==> src/rtl/iqb_pkg.sv <==
`timescale 1ns/1ps
package iqb_pkg;
  typedef enum logic [1:0] {STEP_HOLD = 2'd0, STEP_UP = 2'd1, STEP_DOWN = 2'd2} step_e;

  localparam int AXES = 3;
  localparam int AX_I = 0;
  localparam int AX_Q = 1;
  localparam int AX_G = 2;

  // quadrant 00 or 11 lies right of the Q axis
  function automatic logic in_right(input logic [1:0] quad);
    return (quad == 2'b00) || (quad == 2'b11);
  endfunction

  // quadrant 00 or 01 lies above the I axis
  function automatic logic in_top(input logic [1:0] quad);
    return quad[1] == 1'b0;
  endfunction

  // quadrant of the 45-degree-rotated code: even -> near I axis
  function automatic logic near_i_axis(input logic [1:0] rot_quad);
    return rot_quad[0] == 1'b0;
  endfunction

  function automatic step_e step_of(input int tally, input int band);
    if (tally > band)  return STEP_DOWN;
    if (tally < -band) return STEP_UP;
    return STEP_HOLD;
  endfunction

  function automatic int sat_apply(input int cur, input step_e st, input int lo, input int hi);
    case (st)
      STEP_UP:   return (cur >= hi) ? hi : cur + 1;
      STEP_DOWN: return (cur <= lo) ? lo : cur - 1;
      default:   return cur;
    endcase
  endfunction
endpackage

==> src/rtl/iqb_sector_decode.sv <==
`timescale 1ns/1ps
module iqb_sector_decode
  import iqb_pkg::*;
#(
  parameter int PH_W = 8
) (
  input  logic [PH_W-1:0] ph_code,
  output logic [AXES-1:0] vote
);
  localparam logic [PH_W-1:0] ROT = PH_W'(1) << (PH_W - 3);

  logic [PH_W-1:0] rot_code;

  always_comb begin
    rot_code   = ph_code + ROT;
    vote[AX_I] = in_right(ph_code[PH_W-1 -: 2]);
    vote[AX_Q] = in_top(ph_code[PH_W-1 -: 2]);
    vote[AX_G] = near_i_axis(rot_code[PH_W-1 -: 2]);
  end
endmodule

==> src/rtl/iqb_vote_acc.sv <==
`timescale 1ns/1ps
module iqb_vote_acc #(
  parameter int ACC_W = 12
) (
  input  logic                    clk,
  input  logic                    rst_n,
  input  logic                    smp,
  input  logic                    close,
  input  logic                    vote,
  output logic signed [ACC_W-1:0] tally_fin
);
  logic signed [ACC_W-1:0] acc;
  logic signed [ACC_W-1:0] inc;

  assign inc       = vote ? ACC_W'(1) : '1;
  assign tally_fin = acc + inc;

  always_ff @(posedge clk) begin
    if (!rst_n)   acc <= '0;
    else if (smp) acc <= close ? '0 : tally_fin;
  end
endmodule

==> src/rtl/iqb_window_ctl.sv <==
`timescale 1ns/1ps
module iqb_window_ctl #(
  parameter int WIN_LOG_MAX = 10,
  parameter int LW          = 4,
  parameter int CNT_W       = 11
) (
  input  logic          clk,
  input  logic          rst_n,
  input  logic          smp,
  input  logic [LW-1:0] win_log,
  output logic          win_end
);
  logic [LW-1:0]    log_eff;
  logic [CNT_W-1:0] last_idx;
  logic [CNT_W-1:0] cnt;

  assign log_eff  = (win_log > LW'(WIN_LOG_MAX)) ? LW'(WIN_LOG_MAX) : win_log;
  assign last_idx = (CNT_W'(1) << log_eff) - CNT_W'(1);
  assign win_end  = smp && (cnt >= last_idx);

  always_ff @(posedge clk) begin
    if (!rst_n)   cnt <= '0;
    else if (smp) cnt <= win_end ? '0 : cnt + CNT_W'(1);
  end
endmodule

==> src/rtl/iqb_comp_step.sv <==
`timescale 1ns/1ps
module iqb_comp_step
  import iqb_pkg::*;
#(
  parameter int CW    = 8,
  parameter int ACC_W = 12,
  parameter int DB_W  = 11
) (
  input  logic                    clk,
  input  logic                    rst_n,
  input  logic                    close,
  input  logic signed [ACC_W-1:0] tally_fin,
  input  logic [DB_W-1:0]         dead_band,
  output logic signed [CW-1:0]    comp,
  output logic                    moved
);
  localparam int HI = (1 << (CW - 1)) - 1;
  localparam int LO = -(1 << (CW - 1));

  step_e st;
  int    nxt;

  always_comb begin
    st    = step_of(int'(tally_fin), int'({1'b0, dead_band}));
    nxt   = sat_apply(int'(comp), st, LO, HI);
    moved = close && (nxt != int'(comp));
  end

  always_ff @(posedge clk) begin
    if (!rst_n)     comp <= '0;
    else if (moved) comp <= CW'(nxt);
  end
endmodule

==> src/rtl/iq_phase_balance_est.sv <==
`timescale 1ns/1ps
module iq_phase_balance_est
  import iqb_pkg::*;
#(
  parameter int PH_W        = 8,
  parameter int WIN_LOG_MAX = 10,
  parameter int CW          = 8,
  parameter int SETTLE_WINS = 3,
  localparam int LW         = $clog2(WIN_LOG_MAX + 1),
  localparam int DB_W       = WIN_LOG_MAX + 1
) (
  input  logic                 clk,
  input  logic                 rst_n,
  input  logic                 ph_valid,
  input  logic [PH_W-1:0]      ph_code,
  input  logic [LW-1:0]        win_log,
  input  logic [DB_W-1:0]      dead_band,
  output logic signed [CW-1:0] comp_i,
  output logic signed [CW-1:0] comp_q,
  output logic signed [CW-1:0] comp_g,
  output logic                 settled
);
  localparam int CNT_W = WIN_LOG_MAX + 1;
  localparam int ACC_W = WIN_LOG_MAX + 2;
  localparam int QW    = $clog2(SETTLE_WINS + 1);

  logic [AXES-1:0]         vote;
  logic                    win_end;
  logic [AXES-1:0]         moved;
  logic                    any_change;
  logic signed [ACC_W-1:0] tally_fin [AXES];
  logic signed [CW-1:0]    comp_w    [AXES];
  logic [QW-1:0]           quiet;

  iqb_sector_decode #(.PH_W(PH_W)) u_dec (
    .ph_code (ph_code),
    .vote    (vote)
  );

  iqb_window_ctl #(.WIN_LOG_MAX(WIN_LOG_MAX), .LW(LW), .CNT_W(CNT_W)) u_win (
    .clk     (clk),
    .rst_n   (rst_n),
    .smp     (ph_valid),
    .win_log (win_log),
    .win_end (win_end)
  );

  for (genvar ax = 0; ax < AXES; ax++) begin : g_axis
    iqb_vote_acc #(.ACC_W(ACC_W)) u_acc (
      .clk       (clk),
      .rst_n     (rst_n),
      .smp       (ph_valid),
      .close     (win_end),
      .vote      (vote[ax]),
      .tally_fin (tally_fin[ax])
    );
    iqb_comp_step #(.CW(CW), .ACC_W(ACC_W), .DB_W(DB_W)) u_step (
      .clk       (clk),
      .rst_n     (rst_n),
      .close     (win_end),
      .tally_fin (tally_fin[ax]),
      .dead_band (dead_band),
      .comp      (comp_w[ax]),
      .moved     (moved[ax])
    );
  end

  assign comp_i     = comp_w[AX_I];
  assign comp_q     = comp_w[AX_Q];
  assign comp_g     = comp_w[AX_G];
  assign any_change = win_end && (|moved);

  always_ff @(posedge clk) begin
    if (!rst_n) begin
      quiet   <= '0;
      settled <= 1'b0;
    end else if (win_end) begin
      if (any_change) begin
        quiet   <= '0;
        settled <= 1'b0;
      end else begin
        if (quiet != QW'(SETTLE_WINS)) quiet <= quiet + QW'(1);
        if (quiet >= QW'(SETTLE_WINS - 1)) settled <= 1'b1;
      end
    end
  end
endmodule

==> config.mk <==
export PLATFORM = sky130hd
export DESIGN_NAME = iq_phase_balance_est
export DESIGN_NICKNAME = d
export VERILOG_FILES = /design/src/rtl/iqb_pkg.sv /design/src/rtl/iqb_sector_decode.sv /design/src/rtl/iqb_vote_acc.sv /design/src/rtl/iqb_window_ctl.sv /design/src/rtl/iqb_comp_step.sv /design/src/rtl/iq_phase_balance_est.sv
export SDC_FILE = /design/constraint.sdc
export NUM_CORES = 1
export LEC_CHECK = 0
export ABC_AREA = 1
export ABC_CLOCK_PERIOD_IN_PS = 11450
export BUFFER_PORTS_ARGS = -buffer_cell sky130_fd_sc_hd__buf_2
export CORE_ASPECT_RATIO = 1.25
export CORE_UTILIZATION = 50
export DETAILED_ROUTE_END_ITERATION = 7
export PLACE_DENSITY = 0.63
export RECOVER_POWER = 100
export REMOVE_ABC_BUFFERS = 1
export SETUP_SLACK_MARGIN = 0.05
export SYNTH_ARGS = -nofsm -noshare
export SYNTH_HDL_FRONTEND = slang
export SYNTH_HIERARCHICAL = 1
export SYNTH_SLANG_ARGS = --single-unit
==> constraint.sdc <==
create_clock -name clk -period 11.45 [get_ports clk]
set_input_delay 1.145 -clock clk [delete_from_list [all_inputs] [get_ports clk]]
set_output_delay 1.145 -clock clk [all_outputs]
set_load 0.03 [all_outputs]
### Yosys cells after proc, flatten, opt, wreduce, memory -nomap -nowiden

Index checks and enable logic that the tools add are counted.
Widths: inputs -> output; s select.

| storage, ports and cells | value |
|---|---|
| bits in registers | 74 |
| input port bits | 26 |
| output and inout port bits | 25 |

| operators by class | value |
|---|---|
| add/sub/neg operators | 14 |
| order comparisons | 15 |
| eq/ne operators | 11 |
| shifts and indexed selects | 1 |
| muxes and demuxes | 42 |
| reduce and logical (&&, ||, !) cells | 12 |

Operators with widths:

| cell | number |
|---|---|
| $mux 32 | 6 |
| $pmux 32 s2 | 3 |
| $lt 12x32->1 | 3 |
| $ne 32x8->1 | 3 |
| $mux 12 | 6 |
| $add 12x12->12 | 3 |
| $gt 12x12->1 | 3 |
| $neg 11->32 | 1 |
| $mux 2 | 14 |
| $add 8x2->9 const B | 3 |
| $sub 8x2->9 const B | 3 |
| $ge 8x8->1 const B | 3 |
| $le 8x8->1 const B | 3 |
| $add 11x1->11 const B | 1 |
| $ge 11x11->1 | 1 |
| $mux 1 | 11 |
| $mux 11 | 1 |
| $shl 1x4->11 const A | 1 |
| $sub 11x2->11 const B | 1 |
| $eq 2x2->1 const B | 4 |
| $add 7x6->7 const B | 1 |
| $eq 2x1->1 const B | 3 |
| $logic_and 1x1->1 | 5 |
| $gt 4x4->1 const B | 1 |
| other kinds (9) | 11 |

### Longest topological paths before layout

| depth | value |
|---|---|
| word-level depth | 17 |
| gate-level depth with buffers | 35 |

### Cells and area by module

The synthesis kept the hierarchy.

Modules (own cells, without submodules):

| module | instances | cells an instance | area an instance (um2) |
|---|---|---|---|
| iqb_comp_step | 3 | 306 | 1893.1 |
| iqb_vote_acc | 3 | 177 | 1092.3 |
| iqb_window_ctl | 1 | 128 | 915.9 |
| iq_phase_balance_est | 1 | 26 | 167.7 |
| iqb_sector_decode | 1 | 9 | 33.8 |

### Worst setup path before layout

No wires, ideal clock.

| timing | value |
|---|---|
| path type | input to register |
| start | input port ph_code[7] |
| end | register settled |
| library setup time | 116 ps |
| data arrival time | 4612 ps |
| data required time | 11334 ps |
| slack | 6722 ps |
| cell stages on the path | 29 |
| buffers on the path | 1 |
| path through | inv_1 nand2_1 nand2_1 inv_1 ha_1 nand2_1 nand3_2 nand3_1 nand3_1 nand2_1 and2_1 ha_1 a21oi_1 o21ai_0 inv_1 nand2_1 nor2_1 nand3_1 nand3_2 buf_6 nand4_2 nand2_2 nor2_4 nor2_8 nor2_1 nand2_1 nand2_1 nand2_1 nor2_1 |

RTL lines:

| element | line | RTL |
|---|---|---|
| from (decl) | iq_phase_balance_est.sv:15 | `input logic [PH_W-1:0] ph_code,` |
| to (signal assigned) | iq_phase_balance_est.sv:76 | `settled <= 1'b0;` |
| to (signal assigned) | iq_phase_balance_est.sv:80 | `settled <= 1'b0;` |
| to (signal assigned) | iq_phase_balance_est.sv:83 | `if (quiet >= QW'(SETTLE_WINS - 1)) settled <= 1'b1;` |
| to (decl) | iq_phase_balance_est.sv:21 | `output logic settled` |

==> flow_summary.json <==
{
  "critical_path_required_ns": 11.69,
  "cts-root-buf": "clkbuf_16",
  "dpl.hpwl_mm": 18.9,
  "synth_edf_count": 0,
  "crit_arrival_ns": 6.29,
  "clock_latency_ns": 0.35,
  "synth_flop_cell": "dfxtp_1",
  "num-fill-cells": 2062,
  "mostFrequentLayoutCell": "nand2_1",
  "clkTransAtPathRegs_ns": 0.07,
  "hold_depth": 2,
  "yosysWarnings": 6,
  "yosysSeqAreaShare_pct": 14.7,
  "drt_drc_violations_left": 0,
  "post-cts-setup-buffers": 0,
  "critPathKind": "in2reg",
  "grt_remaining_overflow": 0,
  "rsz0062_at_grt": "false",
  "multi_input_comb_area_mm2": 0.00738,
  "routed_wl_mm": 23.9,
  "met3_usage_pct": 2.80,
  "final_max_slew_viol_count": 0,
  "numPlacedInstances": 1891,
  "grt_antenna_before_repair": 0,
  "hold_violations": 0,
  "layout_common_cells": "nand2_1 (399), inv_1 (233), nor2_1 (173)",
  "final_cells": 1907,
  "area_growth_pct": 5.73,
  "cts_tree": "built",
  "gp_congestion": 0.884,
  "std_cell_rows": 57,
  "grt_max_degree": 31,
  "grt_pass1_wl_mm": 40.9,
  "post_drt_wl_per_cell_um": 12.5,
  "grt_pass1_vias": 9172,
  "max_stage_delay_ns": 0.59,
  "drt_iter0_markers": 378,
  "busiest_layer": "met2",
  "syn_avg_cell_area_um2": 6.25,
  "via_per_inst": 5.10,
  "vias": 9730,
  "outcome": "finished, final reports clean",
  "cts.sinks": 74,
  "cts-buffers-inserted": 9,
  "chipHeight_um": 161,
  "tightest_slew_ns": 0.958,
  "htree_levels": 3,
  "hold_class": "reg2reg",
  "ys_types": 39,
  "syn_inst": 1612,
  "slew-limit-headroom_pct": 35.9,
  "die_x_um": 129,
  "crit_slowest_cell": "and2_0",
  "leakage_nw": 5.69,
  "fin_crit_sh_pct": 52.8,
  "port_buffers": 45,
  "io_pins": 51,
  "setup_viol": 0,
  "n_antenna_cell": 0,
  "die-area_mm2": 0.0207,
  "use_met1_pct": 28.2,
  "cp-start-kind": "primary input",
  "final.min_clock_period_ns": 6.05,
  "ys_seq_elements": 74,
  "antenna_left": 0,
  "core_mm2": 0.0196,
  "cp.buffers_inverters": 4,
  "cts_resized": 0,
  "final_layout_size_suffix_gt1_share_pct": 6.70,
  "drtPass1Iterations": 4,
  "fmax_mhz": 165,
  "vdd_drop_max_mv": 0.0793,
  "clockBufferDepth": 2,
  "use_met2_pct": 45.9,
  "cts_hold_buf": 0,
  "synth_area_mm2": 0.0101,
  "cp_max_fo": 12,
  "fin_worst_skew_ns": 0.00986,
  "start_util_pct": 51.4,
  "worstSetupPathDepth": 29,
  "critPathCaptureType": "register",
  "nets": 1816,
  "max_cap_viol_count": 0,
  "async_reset_ff_share_pct": 0,
  "crit_family": "simple AND/OR/NAND/NOR gates",
  "final-seq-area_mm2": 0.00148,
  "finalSetupTns_ns": 0,
  "powerDensity_mw_per_mm2": 125,
  "gr-usage-all-layers_pct": 24.2,
  "ff2ff_path_depth": 24,
  "path_common_cell": "nand2_1"
}
final timing paths:
path / endpoint / slack [ns] / from
hold reg to reg: g_axis[1].u_acc/acc[2]$_SDFFE_PN0P_ / 0.47 / g_axis[1].u_acc/acc[2]$_SDFFE_PN0P_
setup reg to reg: quiet[0]$_SDFFE_PN0P_ / 6.82 / g_axis[0].u_acc/acc[2]$_SDFFE_PN0P_
setup / recovery: quiet[0]$_SDFFE_PN0P_ / 5.40 / ph_code[7]
hold / removal: g_axis[1].u_acc/acc[2]$_SDFFE_PN0P_ / 0.47 / g_axis[1].u_acc/acc[2]$_SDFFE_PN0P_
where the power goes:
part	switching, mW	internal (mW)
clock network	0.122	0.197
registers	0.0116	0.276
logic	0.463	0.259
total	0.596	0.733
cell type report:
type | instances | area share, %
Tap cell | 265 | 3.11
Multi-Input combinational cell | 1258 | 69.3
Sequential cell | 74 | 13.9
Timing Repair Buffer | 46 | 1.86
Inverter | 248 | 8.74
Clock buffer | 10 | 2.24
Clock inverter | 6 | 0.846
state kept, by name, summed over array words and instances (netlist names):
signal              cells
g_axis.u_acc/acc       36
settled                 1
quiet                   2
g_axis.u_step/comp     24
u_win/cnt              11
metal layers:
| metal | share of wire, % | routed length, µm | vias up |
|---|---|---|---|
| li1 | - | - | 5260 |
| met1 | 45 | 10800 | 4352 |
| met2 | 51 | 12100 | 95 |
| met3 | 2.7 | 639 | 23 |
| met4 | 1.3 | 303 | 0 |
| met5 | 0 | 0 | - |
worst reg2reg max path, cell delays in order (launching register included):
cell,delay [ns]
dfxtp_1,0.31
ha_1,0.36
nand2_1,0.12
nand3_1,0.19
nand3_1,0.15
nand3_1,0.08
nand2_1,0.08
and2_0,0.59
ha_1,0.41
a21oi_1,0.16
o21ai_0,0.12
inv_1,0.07
nand2_1,0.05
nor2_1,0.20
nand3_1,0.14
nand3_1,0.39
nand4_2,0.16
nand2_1,0.15
nor2_1,0.07
nor2_1,0.36
nor2_1,0.09
nand2_1,0.07
nand2_1,0.04
nand2_1,0.11
nor2_1,0.05
cell families (layout without fill, tap and decap cells):
| kind of cell | Yosys count | after routing | synth area share [%] |
|---|---|---|---|
| mux | 10 | 10 | 0.994 |
| flops | 74 | 74 | 14.7 |
| xor+xnor | 64 | 64 | 5.79 |
| fa+ha+maj | 153 | 153 | 19.2 |
| compound gates | 189 | 189 | 10.4 |
| buf+inv | 280 | 310 | 11.1 |
| simple gates | 842 | 842 | 37.8 |
metrics by stage:
stage	hold slack (ns)	area, µm²	setup slack [ns]	power, mW	utilization [%]
after floorplan	0.449	9890	6.72	0.867	-
after global placement	0.458	10500	5.72	1.02	53.3
after detailed placement	0.462	10500	5.61	1.03	53.3
after CTS	0.472	10800	5.97	1.36	55.0
after global routing	0.484	10700	4.80	1.46	54.3
final	0.469	10700	5.40	1.33	54.3
synth_stat cells, types with 6 or more instances:
master	number	area share [%]
ha_1	150	19
mux2i_1	10	0.99
o21ai_0	49	2.4
nor2_2	10	0.62
xnor2_1	10	0.87
buf_2	9	0.45
buf_4	7	0.52
inv_1	233	8.7
nand3_2	6	0.60
inv_2	15	0.56
clkbuf_1	12	0.45
dfxtp_1	74	15
nand3b_1	8	0.60
nor3_1	27	1.3
nand4_1	21	1.3
nor2_4	7	0.78
o211ai_1	15	1.1
xor2_1	51	4.4
o221ai_1	6	0.52
nor2_1	169	6.3
or2_2	6	0.37
nand2_1	395	15
and2_1	18	1.1
nand3_1	130	6.5
a21oi_1	105	5.2
nand2_2	31	1.9
No activity file was read; power rests on OpenSTA's default activity.
